<file path="src/rtl/qdm_pkg.sv">
package qdm_pkg;
    typedef enum logic [0:0] {
        ST_FILL = 1'b0,
        ST_RUN  = 1'b1
    } qdm_state_e;
endpackage

</file>
<file path="src/rtl/qdm_dto.sv">
module qdm_dto #(
    parameter int ACC_W  = 24,
    parameter int LUT_W  = 8,
    parameter int DATA_W = 9
) (
    input  logic                     clk,
    input  logic                     rst_n,
    input  logic                     step,
    input  logic [ACC_W-1:0]         inc,
    output logic signed [DATA_W-1:0] car_i,
    output logic signed [DATA_W-1:0] car_q
);
    localparam int HALF = 1 << (LUT_W - 1);
    localparam int QTR  = 1 << (LUT_W - 2);
    localparam int AMP  = (1 << (DATA_W - 1)) - 1;
    localparam int SH   = 2 * (LUT_W - 2);

    logic [ACC_W-1:0] acc_q;
    logic [LUT_W-1:0] addr_q;
    logic [LUT_W-1:0] addr_i;

    function automatic logic signed [DATA_W-1:0] wave(input logic [LUT_W-1:0] a);
        int k;
        int mag;
        k   = int'(a[LUT_W-2:0]);
        mag = (k * (HALF - k) * AMP) >>> SH;
        wave = a[LUT_W-1] ? DATA_W'(-mag) : DATA_W'(mag);
    endfunction

    assign addr_q = acc_q[ACC_W-1 -: LUT_W];
    assign addr_i = addr_q + LUT_W'(QTR);
    assign car_q  = wave(addr_q);
    assign car_i  = wave(addr_i);

    always_ff @(posedge clk) begin
        if (!rst_n) begin
            acc_q <= '0;
        end else if (step) begin
            acc_q <= acc_q + inc;
        end
    end

    assert_phase_hold_R2: assert property (@(posedge clk) disable iff (!rst_n)
        !step |=> $stable(acc_q));

    assert_carrier_nonzero_R3: assert property (@(posedge clk) disable iff (!rst_n)
        (car_i != '0) || (car_q != '0));
endmodule

</file>
<file path="src/rtl/qdm_mix.sv">
module qdm_mix #(
    parameter int DATA_W = 9
) (
    input  logic signed [DATA_W-1:0] x,
    input  logic signed [DATA_W-1:0] c,
    output logic signed [DATA_W-1:0] y
);
    localparam int PW    = 2 * DATA_W;
    localparam int SHIFT = DATA_W - 1;
    localparam int MAXV  = (1 << (DATA_W - 1)) - 1;
    localparam logic signed [PW-1:0] RND = PW'(1) << (SHIFT - 1);
    localparam logic signed [PW-1:0] HI  = PW'(MAXV);
    localparam logic signed [PW-1:0] LO  = -HI;

    logic signed [PW-1:0] prod;
    logic signed [PW-1:0] rnd;

    always_comb begin
        prod = x * c;
        rnd  = (prod + RND) >>> SHIFT;
        if (rnd > HI) begin
            y = DATA_W'(MAXV);
        end else if (rnd < LO) begin
            y = -DATA_W'(MAXV);
        end else begin
            y = rnd[DATA_W-1:0];
        end
    end
endmodule

</file>
<file path="src/rtl/qdm_avg.sv">
module qdm_avg #(
    parameter int DATA_W = 9,
    parameter int SEL_W  = 2
) (
    input  logic                     clk,
    input  logic                     rst_n,
    input  logic                     push,
    input  logic [SEL_W-1:0]         sel,
    input  logic signed [DATA_W-1:0] x,
    output logic signed [DATA_W-1:0] y
);
    localparam int MAXLOG = 1 << SEL_W;
    localparam int DEPTH  = 1 << MAXLOG;
    localparam int SUM_W  = DATA_W + MAXLOG;
    localparam int MAXV   = (1 << (DATA_W - 1)) - 1;

    logic signed [DATA_W-1:0] hist [DEPTH-1];
    logic signed [SUM_W-1:0]  term [DEPTH];
    logic signed [SUM_W-1:0]  sum;
    logic [MAXLOG:0]          len;

    assign len = (MAXLOG+1)'(2) << sel;

    for (genvar g = 0; g < DEPTH; g++) begin : g_term
        if (g == 0) begin : g_new
            assign term[g] = {{MAXLOG{x[DATA_W-1]}}, x};
        end else begin : g_old
            assign term[g] = (g < int'(len)) ? {{MAXLOG{hist[g-1][DATA_W-1]}}, hist[g-1]} : '0;
        end
    end

    always_comb begin
        sum = '0;
        for (int i = 0; i < DEPTH; i++) begin
            sum = sum + term[i];
        end
    end

    always_ff @(posedge clk) begin
        if (!rst_n) begin
            y <= '0;
            for (int i = 0; i < DEPTH - 1; i++) hist[i] <= '0;
        end else if (push) begin
            y       <= DATA_W'(sum >>> (int'(sel) + 1));
            hist[0] <= x;
            for (int i = 1; i < DEPTH - 1; i++) hist[i] <= hist[i-1];
        end
    end

    assert_avg_range_R5: assert property (@(posedge clk) disable iff (!rst_n)
        (y <= DATA_W'(MAXV)) && (y >= -DATA_W'(MAXV)));

    assert_avg_hold_R8: assert property (@(posedge clk) disable iff (!rst_n)
        !push |=> $stable(y));
endmodule

</file>
<file path="src/rtl/qdm_ctrl.sv">
module qdm_ctrl
    import qdm_pkg::*;
#(
    parameter int SEL_W = 2
) (
    input  logic             clk,
    input  logic             rst_n,
    input  logic             in_valid,
    input  logic [SEL_W-1:0] sel,
    output logic             out_valid
);
    localparam int MAXLOG = 1 << SEL_W;
    localparam int CW     = MAXLOG + 1;
    localparam logic [CW-1:0] DEPTH = CW'(1) << MAXLOG;

    qdm_state_e       state_q, state_d;
    logic [CW-1:0]    cnt_q, cnt_d;
    logic [SEL_W-1:0] sel_q;
    logic             restart;
    logic [CW-1:0]    base;
    logic [CW-1:0]    need;
    logic             full;

    always_comb begin
        restart = (sel != sel_q);
        base    = restart ? '0 : cnt_q;
        need    = CW'(2) << sel;
        full    = in_valid && ((base + CW'(1)) >= need);
        cnt_d   = base;
        if (in_valid && (base != DEPTH)) cnt_d = base + CW'(1);
        unique case (state_q)
            ST_FILL: state_d = full ? ST_RUN : ST_FILL;
            ST_RUN:  state_d = restart ? ST_FILL : ST_RUN;
            default: state_d = ST_FILL;
        endcase
    end

    always_ff @(posedge clk) begin
        if (!rst_n) begin
            state_q <= ST_FILL;
            cnt_q   <= '0;
            sel_q   <= '0;
        end else begin
            state_q <= state_d;
            cnt_q   <= cnt_d;
            sel_q   <= sel;
        end
    end

    always_ff @(posedge clk) begin
        if (!rst_n) begin
            out_valid <= 1'b0;
        end else begin
            out_valid <= full;
        end
    end

    assert_valid_after_sample_R6: assert property (@(posedge clk) disable iff (!rst_n)
        out_valid |-> $past(in_valid));

    assert_restart_blocks_valid_R7: assert property (@(posedge clk) disable iff (!rst_n)
        restart |=> !out_valid);

    assert_run_after_fill_R9: assert property (@(posedge clk) disable iff (!rst_n)
        out_valid |-> (state_q == ST_RUN) || $past(restart));
endmodule

</file>
<file path="src/rtl/chroma_qdemod.sv">
module chroma_qdemod #(
    parameter int DATA_W = 9,
    parameter int ACC_W  = 24,
    parameter int LUT_W  = 8,
    parameter int SEL_W  = 2
) (
    input  logic                     clk,
    input  logic                     rst_n,
    input  logic                     in_valid,
    input  logic signed [DATA_W-1:0] in_chroma,
    input  logic [ACC_W-1:0]         phase_inc,
    input  logic [SEL_W-1:0]         lpf_sel,
    output logic                     out_valid,
    output logic signed [DATA_W-1:0] out_u,
    output logic signed [DATA_W-1:0] out_v
);
    logic signed [DATA_W-1:0] car_i, car_q;
    logic signed [DATA_W-1:0] mix_u, mix_v;

    qdm_dto #(.ACC_W(ACC_W), .LUT_W(LUT_W), .DATA_W(DATA_W)) i_dto (
        .clk(clk), .rst_n(rst_n), .step(in_valid), .inc(phase_inc),
        .car_i(car_i), .car_q(car_q)
    );

    qdm_mix #(.DATA_W(DATA_W)) i_mix_u (.x(in_chroma), .c(car_i), .y(mix_u));
    qdm_mix #(.DATA_W(DATA_W)) i_mix_v (.x(in_chroma), .c(car_q), .y(mix_v));

    qdm_avg #(.DATA_W(DATA_W), .SEL_W(SEL_W)) i_avg_u (
        .clk(clk), .rst_n(rst_n), .push(in_valid), .sel(lpf_sel), .x(mix_u), .y(out_u)
    );
    qdm_avg #(.DATA_W(DATA_W), .SEL_W(SEL_W)) i_avg_v (
        .clk(clk), .rst_n(rst_n), .push(in_valid), .sel(lpf_sel), .x(mix_v), .y(out_v)
    );

    qdm_ctrl #(.SEL_W(SEL_W)) i_ctrl (
        .clk(clk), .rst_n(rst_n), .in_valid(in_valid), .sel(lpf_sel), .out_valid(out_valid)
    );
endmodule

</file>
<file path="config.mk">
export PLATFORM = sky130hd
export DESIGN_NAME = chroma_qdemod
export DESIGN_NICKNAME = d
export VERILOG_FILES = /design/src/rtl/qdm_pkg.sv /design/src/rtl/qdm_dto.sv /design/src/rtl/qdm_mix.sv /design/src/rtl/qdm_avg.sv /design/src/rtl/qdm_ctrl.sv /design/src/rtl/chroma_qdemod.sv
export SDC_FILE = /design/constraint.sdc
export NUM_CORES = 2
export LEC_CHECK = 0
export BUFFER_PORTS_ARGS = -buffer_cell sky130_fd_sc_hd__buf_2
export CORE_MARGIN = 5
export CORE_UTILIZATION = 30
export DETAILED_ROUTE_END_ITERATION = 10
export GPL_ROUTABILITY_DRIVEN = 0
export SLEW_MARGIN = 10
export SYNTH_ARGS = -nofsm -noshare
export SYNTH_HDL_FRONTEND = slang
export SYNTH_SLANG_ARGS = --single-unit
</file>
<file path="constraint.sdc">
create_clock -name clk -period 18.2 [get_ports clk]
set_input_delay 0.91 -clock clk [delete_from_list [all_inputs] [get_ports clk]]
set_output_delay 0.91 -clock clk [all_outputs]
set_load 0.05 [all_outputs]
</file>
* Word-level counts from Yosys, hierarchy flattened
Memories as Yosys holds them, arrays and structs flattened.
Cells that the tools add are included.
** Operators by class
- Add/subtract/negate cells :: 40
- Multipliers :: 6
- $lt $le $gt $ge :: 20
- Equality and inequality tests :: 2
- Shifts and indexed selects :: 3
- Muxes and demuxes :: 72
- Bitwise logic cells :: 30
- Reduce and logical (&&, ||, !) cells :: 2
** Operator list (count)
- 13-bit 2-to-1 mux :: 30
- 13-bit adder :: 28
- 9-bit 2-to-1 mux :: 36
- 32-bit by 9-bit multiplier with 21-bit output, second input constant :: 2
- 8-bit by 32-bit multiplier with 32-bit output :: 2
- 13-bit by 32-bit >>> shifter with 9-bit output :: 2
- 4-bit by 5-bit less-than comparator with 1-bit output, first input constant :: 8
- 18-bit by 9-bit adder with 18-bit output, second input constant :: 2
- 9-bit by 9-bit multiplier with 18-bit output :: 2
- 1-bit OR :: 30
- 9-bit by 13-bit adder with 13-bit output :: 2
- 24-bit adder :: 1
- 10-bit by 9-bit > comparator with 1-bit output, second input constant :: 2
- 10-bit by 9-bit less-than comparator with 1-bit output, second input constant :: 2
- 3-bit by 5-bit less-than comparator with 1-bit output, first input constant :: 4
- 9-bit negation :: 2
- 8-bit by 7-bit subtractor with 9-bit output, first input constant :: 2
- 2-bit by 5-bit less-than comparator with 1-bit output, first input constant :: 2
- 5-bit 2-to-1 mux :: 2
- 8-bit by 7-bit adder with 8-bit output, second input constant :: 1
- 5-bit by 1-bit adder with 5-bit output, second input constant :: 1
- 5-bit >= comparator :: 1
- 1-bit by 5-bit less-than comparator with 1-bit output, first input constant :: 1
- 5-bit != test, second input constant :: 1
- 5 further kinds :: 9
** Storage, ports and cells
- Flip-flop bits (word level) :: 50
- Memory bits (writable) :: 270
- Input port bits :: 38
- Output and inout bits :: 19
- Memories kept :: 2
** Memories
- i_avg_u.hist :: depth 15, width 9, rd ports 15, clocked after Yosys merged registers in 0, write ports 15, line qdm_avg.sv:17 : logic signed [DATA_W-1:0] hist [DEPTH-1];
- i_avg_v.hist :: depth 15, width 9, rd ports 15, clocked after Yosys merged registers in 0, write ports 15, line qdm_avg.sv:17

* Longest topological paths before layout
- Depth in word-level cells :: 27
- Mapped depth :: 80

* Cells and area by module
From an unflattened synthesis, not the netlist that was laid out.
** Second synthesis, totals
- Cells, all modules :: 3879
- Area, all modules :: 38560.7 um^2
** By module, submodules not included
- qdm_avg :: times used 2, cells an instance 918, area each 10386.2 um^2, seq. area each 4234.1 um^2
- qdm_dto :: times used 1, cells an instance 1284, area each 11038.1 um^2, seq. area each 480.5 um^2
- qdm_mix :: times used 2, cells an instance 350, area each 3120.5 um^2, seq. area each 0.0 um^2
- qdm_ctrl :: times used 1, cells an instance 59, area each 509.2 um^2, seq. area each 160.2 um^2

* Worst setup path after synthesis
OpenSTA, ideal clock, no wires.
- Path type :: reg-to-reg
- Start point :: register i_dto.acc_q[16]
- End point :: register i_avg_v.y[6]
- Library setup time :: 0.074 ns
- Arrival :: 19.311 ns
- Data required time :: 18.126 ns
- Slack :: -1.185 ns
- Stages on the path, launching flop included :: 76
- Buffers on the path :: 2
- Clock period less this slack :: 19.385 ns
- Cells stage by stage :: dfxtp_1 > inv_1 > ha_1 > inv_1 > nor3_1 > nor3b_1 > ha_1 > and2_1 > fa_1 > fa_1 > fa_1 > inv_1 > fa_1 > inv_1 > ha_1 > nand3_1 > o2111ai_1 > a21oi_1 > [... 40 more ...] > maj3_2 > fa_1 > fa_1 > fa_1 > inv_1 > ha_1 > inv_1 > fa_1 > nor2b_1 > o21ai_0 > a21boi_0 > o21ai_0 > a221oi_1 > xor2_1 > nand2_1 > o21a_1 > or3_1 > a31oi_1
** RTL lines
- from (decl) :: line qdm_dto.sv:18 : logic [ACC_W-1:0] acc_q;
- from (signal assigned) :: line qdm_dto.sv:39 : acc_q <= acc_q + inc;
- to (signal assigned) :: line qdm_avg.sv:44 : y <= DATA_W'(sum >>> (int'(sel) + 1));
- to (decl) :: line qdm_avg.sv:10 : output logic signed [DATA_W-1:0] y

==> summary.md <==
| Metric | Value |
|---|---|
| Outcome | complete, no violations |
| Synthesized area per cell | 10.05 sq um |
| Worst-path clk slew | 0.07 ns |
| Final period demand of the worst path | 18.16 ns |
| Die width | 365.3 um |
| CTS H-Tree Depth | 2 |
| Clk buf depth | 3 |
| Max transition margin | 0.2484 |
| Core area | 125,600 sq um |
| Detail Placement HPWL | 67.09 mm |
| Synth area leader | fa_1 |
| Root buffer selected by CTS | clkbuf_16 |
| Antenna viol nets, final | 0 |
| Die outline height | 365.3 um |
| Nets | 5,040 |
| Critical Path Start Type | flop |
| CTS tree | yes |
| Synth warn | 0 |
| Footprint of the multi-input gates | 26,640 sq um |
| DRC | 0 |
| EDFF count, synth | 270 |
| CP endpoint kind | flop |
| Via count | 26,420 |
| Drt pass-1 iters | 5 |
| Fill count | 12,520 |
| CP Class | reg -> reg |
| Clk_lat worst skew | 0.56 ns |
| Netlist cell types | 95 |
| Overall routed net length | 87.88 mm |
| Final Hold Fails | 0 |
| Clock sinks | 320 |
| Most frequent CP cell | fa_1 |
| IO Port Bufs | 56 |
| Vias in the first global route | 28,280 |
| Synth Cell Area | 37,870 sq um |
| Max Clock Skew | 0.01860 ns |
| Synth Instances | 3,769 |
| Async set-or-reset flop fraction in the synthesized netlist | 0 |
| Grt ovf | 0 |
| Endpoints failing setup | 0 |
| Hold WC Path Type | reg -> reg |
| Period utilization | 0.9976 |
| Seq cells post-synth | 320 |
| Iteration-0 DRC Markers | 1,442 |
| Crit-path max FO | 5 |
| Commonest cells post-synth | inv_1, fa_1, nand2_1, ha_1, edfxtp_1 |
| Final Util | 0.3610 |
| Most common flop cell mapped by yosys | edfxtp_1 |
| Synth top area share | 0.3066 |
| Total CTS buffers | 39 |
| Pin count of the biggest net entering global routing | 153 |
| Final WS setup | 0.04450 ns |
| Routed vias/inst | 4.529 |
| Synth area leaders | fa_1, edfxtp_1, ha_1 |
| CP required | 18.68 ns |
| Initial Utilization | 0.3016 |
| DR WL/cell | 15.07 um |
| Hold_buf cts | 0 |
| Share of layout cells above drive strength 1 | 0.1811 |
| Arrival @ worst endpoint | 18.64 ns |
| Worst slack at placement | -0.7579 ns |
| Count of final max-slew check failures | 0 |
| DIE AREA | 133,400 sq um |
| Fmax | 55.08 MHz |
| Largest stage delay, worst path | 0.56 ns |
| Post-synthesis sequential area ratio | 0.2405 |
| Ports | 57 |
| Most common cell in the synthesized netlist | inv_1 |
| Initial antenna violation count | 6 |
| Number of max-cap violations | 0 |
| Area Growth Syn to Fin | 19.68% |
| RSZ-0062 raised after global routing | yes |
| Register area | 9116 sq um |
| Slowest cell on crit path | fa_1 |
| # rows | 130 |
| GRT Util Overall | 0.1335 |
| Least-Margin Pin Slew | 1.127 ns |
| First-pass GRT wire length | 146.4 mm |
-- placed cells by master (no fill, tap or decap), types with 18 or more instances in the layout --
| cell | count |
|---|---|
| ha_4 | 18 |
| ha_1 | 254 |
| and3_1 | 168 |
| xor2_1 | 44 |
| a21oi_1 | 74 |
| o21ai_1 | 20 |
| nand2b_1 | 22 |
| clkbuf_16 | 40 |
| a21o_1 | 29 |
| a21oi_2 | 18 |
| fa_1 | 570 |
| and2_1 | 256 |
| nor2b_1 | 47 |
| edfxtp_1 | 270 |
| mux2i_1 | 37 |
| xnor2_1 | 87 |
| nor3_1 | 28 |
| buf_4 | 391 |
| nor2_1 | 124 |
| nand3_1 | 20 |
| dfxtp_1 | 48 |
| buf_2 | 54 |
| a211oi_1 | 23 |
| nand2_1 | 327 |
| o21ai_0 | 54 |
| inv_1 | 765 |
| xnor2_2 | 21 |
-- registers in the layout, summed over array words and instances, names as in the netlist --
register	count
i_avg_v.y	9
i_ctrl.cnt_q	5
i_avg_v.hist	135
i_avg_u.y	9
i_ctrl.sel_q	2
i_dto.acc_q	24
i_avg_u.hist	135
i_ctrl.out_valid	1
-- cell type report --
type                       count  share of cell area
clock inverter                13            0.002926
antenna                        3           0.0001656
clock buffer                  59             0.02476
inverter                     783             0.06529
sequential                   320              0.2011
timing repair buffer         452             0.07246
tap                         1650             0.04555
multi-input combinational   2552              0.5877
-- cell families (layout without fill, tap and decap cells) --
logic type	count (synthesis)	count (layout)	synth area share
AOI/OAI and AO/OA	361	361	0.06357
xor gates and xnor gates	165	165	0.04004
adders and majority gates	858	858	0.3983
buffers and inverters	912	1307	0.09083
DFF	320	320	0.2405
muxes	51	51	0.01507
other	1	19	0.00009902
and+or+nand+nor	1101	1101	0.1516
-- per-layer routing --
layer  global-route usage  up-vias  part of all wire
met3              0.02023      118             0.047
li1                     -    12690                 -
met2               0.2245      458              0.47
met1               0.1826    13150              0.46
met4              0.03018        2             0.021
met5                    0        -          0.000080
-- path summary, 6_finish.rpt --
path | start | end | slack [ns] | cells past startpoint
worst max-delay path | i_dto.acc_q[17]$_SDFFE_PN0P_ | i_avg_v.y[7]$_SDFFE_PN0P_ | 0.04 | 75
worst min-delay path | i_avg_u.y[0]$_SDFFE_PN0P_ | i_avg_u.y[0]$_SDFFE_PN0P_ | 0.44 | 2
worst max register to register | i_dto.acc_q[17]$_SDFFE_PN0P_ | i_avg_v.y[7]$_SDFFE_PN0P_ | 0.04 | 75
worst min register to register | i_avg_u.y[0]$_SDFFE_PN0P_ | i_avg_u.y[0]$_SDFFE_PN0P_ | 0.44 | 2
-- worst max-delay path: cells and delay by family (launching register included) --
kind | cells | cell delay (ns)
muxes | 2 | 0.40
adders and majority gates | 24 | 9.45
xor gates and xnor gates | 2 | 0.46
and+or+nand+nor | 13 | 2.43
DFF | 1 | 0.36
AOI/OAI and AO/OA | 18 | 3.69
buffers and inverters | 16 | 1.26
-- stage by stage --
| step | hold WS [ns] | instances | instance area [sq um] | setup TNS, ns |
|---|---|---|---|---|
| final | 0.4434 | 5832 | 45320 | 0 |
| after global routing | 0.4797 | 5829 | 45320 | -10.26 |
| after CTS | 0.4535 | 5798 | 44470 | 0 |
| after detailed placement | 0.4395 | 5693 | 42450 | -10.07 |
| after global placement | 0.4350 | 5693 | 42450 | -5.191 |
| after floorplan | 0.4291 | 3784 | 38080 | -0.01340 |
-- timing repair --
item	in CTS	in global routing
pin swaps	99	143
buffers inserted	33	34
hold endpoints to repair	0	0
endpoints found under the setup margin	18	18
resized for setup	103	138
Power is not shown: default switching activity piles up to over one toggle a cycle in this logic, so the estimate is an artifact.
